[config.mk]
export PLATFORM = sky130hd
export DESIGN_NAME = edo_cell_array
export DESIGN_NICKNAME = d
export VERILOG_FILES = /design/src/rtl/edo_pkg.sv /design/src/rtl/edo_cell_array.sv
export SDC_FILE = /design/constraint.sdc
export NUM_CORES = 1
export LEC_CHECK = 0
export BUFFER_PORTS_ARGS = -buffer_cell sky130_fd_sc_hd__buf_4
export CORE_ASPECT_RATIO = 0.75
export CORE_MARGIN = 8
export CORE_UTILIZATION = 57
export DETAILED_ROUTE_END_ITERATION = 8
export HOLD_SLACK_MARGIN = 0.03
export PLACE_DENSITY = 0.76
export SYNTH_ARGS = -nofsm -noshare
export SYNTH_HDL_FRONTEND = slang
export SYNTH_SLANG_ARGS = --single-unit
export TNS_END_PERCENT = 1
[constraint.sdc]
create_clock -name clk -period 2.8 [get_ports clk]
set_input_delay 0.28 -clock clk [delete_from_list [all_inputs] [get_ports clk]]
set_output_delay 0.28 -clock clk [all_outputs]
set_load 0.01 [all_outputs]
[src/rtl/edo_pkg.sv]
package edo_pkg;
    localparam int DATA_W = 8;
    typedef logic [DATA_W-1:0] byte_t;

    // bit positions of the strobes inside the sampled strobe vector
    typedef enum int {
        STB_RAS = 0,
        STB_CAS = 1,
        STB_WE  = 2
    } strobe_pos_e;

    localparam int STB_W = 3;
endpackage

[src/rtl/edo_cell_array.sv]
module edo_cell_array
    import edo_pkg::*;
#(
    parameter int IDX_W = 7
) (
    input  logic             clk,
    input  logic             rst_n,
    input  logic             wr_en,
    input  logic [IDX_W-1:0] idx,
    input  byte_t            wdata,
    output byte_t            rdata
);
    localparam int DEPTH = 1 << IDX_W;

    byte_t cell_q [DEPTH];

    always_ff @(posedge clk or negedge rst_n) begin
        if (!rst_n) begin
            for (int i = 0; i < DEPTH; i++) cell_q[i] <= '0;
        end else if (wr_en) begin
            cell_q[idx] <= wdata;
        end
    end

    assign rdata = cell_q[idx];
endmodule

==> impl_metrics.py <==
metrics = {
    "clocking": {
        "cts.sinks": 1024,
        "cts_tree": "built",
        "clk_pin_slew_worst_paths_ns": 0.06,
        "clock_path_buffers": 3,
        "htreeDepth": 3,
        "clk_latency_ns": 0.68,
        "cts_made_buffers": 98,
        "cts-root-buf": "clkbuf_16",
    },
    "logic_synthesis": {
        "synth_area_per_cell_um2": 13.2,
        "synth_top_area_share_pct": 54.9,
        "yosysTopAreaCell": "dfrtp_1",
        "async_flop_share_pct": 100,
        "ys_warn_count": 0,
        "synth_edf_count": 0,
        "synth_area_um2": 46700,
        "ys.flop_type": "dfrtp_1",
        "synth_seq_area_share_pct": 54.9,
        "synth_fp_nets": 3551,
        "syn_inst": 3533,
        "synthTopCellsByArea": "dfrtp_1, mux2_2, a221oi_1, mux2i_1, clkbuf_1",
        "synth-seq-cells": 1024,
        "ys_types": 58,
    },
    "floorplanning": {
        "die_width_um": 346,
        "dieHeight_um": 264,
        "die_area_um2": 91400,
        "num_rows": 91,
        "core_area_um2": 81600,
        "ios": 26,
        "start_util_pct": 57.2,
    },
    "setup_path": {
        "r2r_slack_ns": 1.92,
        "cp_data_arrival_time_ns": 3.33,
        "slowest_stage": "and3_1",
        "cp_cell_sequence": "buf_8 > buf_12 > buf_4 > or2_2 > buf_4 > o21ai_0 > a221oi_1 > o211ai_1 > nand4_1 > and3_1 > nand4_1 > buf_4",
        "slowest_delay_ns": 0.36,
        "worstPathRequired_ns": 2.52,
        "crit_type": "input pin to output pin",
        "end_kind": "output pin",
        "path_delay_family": "simple AND/OR/NAND/NOR gates",
        "cp_max_fo": 10,
        "path_buf_inv": 5,
        "path_common_cell": "buf_4",
        "crit_path_start_kind": "input pin",
    },
    "global_routing": {
        "antenna_found_initial": 5,
        "grt_pass1_wl_mm": 235,
        "grt_pass1_vias": 35340,
        "grt_max_degree": 129,
        "track_usage_pct": 33.7,
        "overflow": 0,
    },
    "route": {
        "wl_per_cell_um": 31.0,
        "vias": 35099,
        "first_pass_iters": 9,
        "drc_errors": 4,
        "ant_nets": 0,
        "wl_mm": 157,
        "vias_per_cell": 6.93,
        "drtIter0Drc": 4728,
    },
    "run_status": {
        "status": "finished, violations left",
        "violations": "DRC, setup timing",
    },
    "pwr": {
        "pwr_density_cell_nw_per_um2": 626,
        "p_leak_nw": 26.8,
        "power_mw": 34.7,
        "ir_drop_uv": 616,
    },
    "sta": {
        "finClkSkew_ns": 0,
        "fin_tns_setup_ns": -5.23,
        "rsz0062_at_grt": "yes",
        "fmax_ghz": 0.277,
        "finalSetupViolCount": 8,
        "worst_slew_pin_slew_ns": 0.837,
        "hold_violations": 0,
        "slew_violations": 0,
        "min_period_over_period_pct": 129,
        "relSlewSlack_pct": 43.6,
        "setup_slack_ns": -0.810,
        "final.min_clock_period_ns": 3.61,
    },
    "layout": {
        "regMostFlops": "cell_q",
        "final_layout_size_suffix_gt1_share_pct": 46.8,
        "multi_input_area_um2": 20100,
        "regArea_um2": 25600,
        "nets": 3938,
        "fillers": 5581,
        "final_cell_area_um2": 55500,
        "area_delta_synth_final_pct": 18.9,
        "largest_reg_flops": 1024,
        "reg_top3": "cell_q: 1024 flops",
    },
    "min_path": {
        "hold_path.class": "input pin to async pin",
    },
    "placement": {
        "hpwl_mm": 108,
        "placed_cell_area_um2": 52000,
        "portBuffers": 25,
        "place_congestion": 1.05,
    },
    "flow_run": {
        "maxCapViolCount": 0,
    },
}
-- logic make-up (layout without fill, tap and decap cells) --
family,after synthesis,after routing,share of synthesized area [%]
mux,1195,1195,28.9
flops,1024,1024,54.9
compound gates,634,634,9.97
simple gates,382,382,3.57
buf+inv,298,759,2.61
other cells,0,3,0
-- worst paths after layout --
| kind | start | to | depth (start not counted) |
|---|---|---|---|
| worst max register to register | cell_q[495] | cell_q[495] | 1 |
| min in group clk | wdata[3] | cell_q[419] | 2 |
| worst min register to register | cell_q[938] | cell_q[938] | 1 |
| max in group asynchronous | rst_n | cell_q[986] | 4 |
| worst max-delay path | idx[0] | rdata[3] | 12 |
| worst min-delay path | rst_n | cell_q[789] | 2 |
-- area by class of cell --
class	instances	share of cell area (%)
tap	1069	2.41
antenna	3	0.0135
sequential	1024	46.2
clock buffer	141	5.13
clock inverter	33	0.802
timing repair buffer	580	9.21
inverter	5	0.0406
multi-input combinational	2211	36.2
-- synth_stat cells, drive strengths merged, types with 3 or more instances --
master   count
or3          6
o22a         7
o21ai       57
nand3       18
nor3        24
a21o        27
mux4        18
mux2      1060
nor2b       11
or4          4
o32ai        3
o22ai       55
and2         4
o2bb2ai      5
inv          5
a31oi       10
o311ai       4
nand2      116
o221ai      23
a2111oi      3
buf         84
a222oi      31
nand4       12
nand2b      13
or2          5
dfrtp     1024
a22o        24
clkbuf     209
nor2       162
a221o        6
and3         3
a22oi      103
a211oi      10
mux2i      117
o2111ai      6
a21oi      104
a221oi     134
a32oi        4
o211ai       8
-- where the power goes --
part / internal, mW / switching (mW)
clock: 7.97 / 5.83
sequential: 16.0 / 0.710
combinational: 1.92 / 2.31
-- per-stage QoR --
stage	setup slack, ns	utilization, %	hold slack [ns]	instances
finish	-0.810	68.0	0.208	5066
global route	-0.818	68.0	0.226	5063
CTS	-0.799	67.9	0.200	5060
detailed placement	-1.03	63.6	0.314	4885
global placement	-1.28	63.6	0.316	4885
floorplan	0.0119	-	-0.0156	3533
-- what timing repair did --
action	in CTS	in global routing
hold buffers	3	0
endpoints found under the setup margin	8	8
buffers inserted	0	3
pin swaps	17	10
gates resized for setup	37	6
endpoints found under the hold margin	51	0
-- cells in the final DEF, fill, tap and decap left out, types with 7 or more instances in the layout --
cell	instances
a211oi_1	9
a21o_1	27
a21oi_1	100
a221oi_1	122
a221oi_2	12
a222oi_1	31
a22o_1	24
a22oi_1	101
a31oi_1	10
buf_12	58
buf_4	514
bufinv_16	10
clkbuf_1	22
clkbuf_16	100
clkbuf_8	19
clkinv_2	17
dfrtp_1	1024
mux2_2	1059
mux2i_1	116
mux4_2	18
nand2_1	116
nand2b_1	13
nand3_1	18
nand4_1	12
nor2_1	153
nor2_2	7
nor3_1	24
o211ai_1	8
o21ai_0	56
o221ai_1	23
o22a_1	7
o22ai_1	53
-- routing by layer --
layer | vias up | track usage, % | wire length (um)
met5 | - | 0 | 28
met4 | 4 | 13.0 | 7560
met3 | 548 | 13.4 | 22800
met2 | 2486 | 47.3 | 64900
met1 | 18008 | 46.9 | 61500
li1 | 14053 | - | -
No activity file was read; power rests on OpenSTA's default activity.
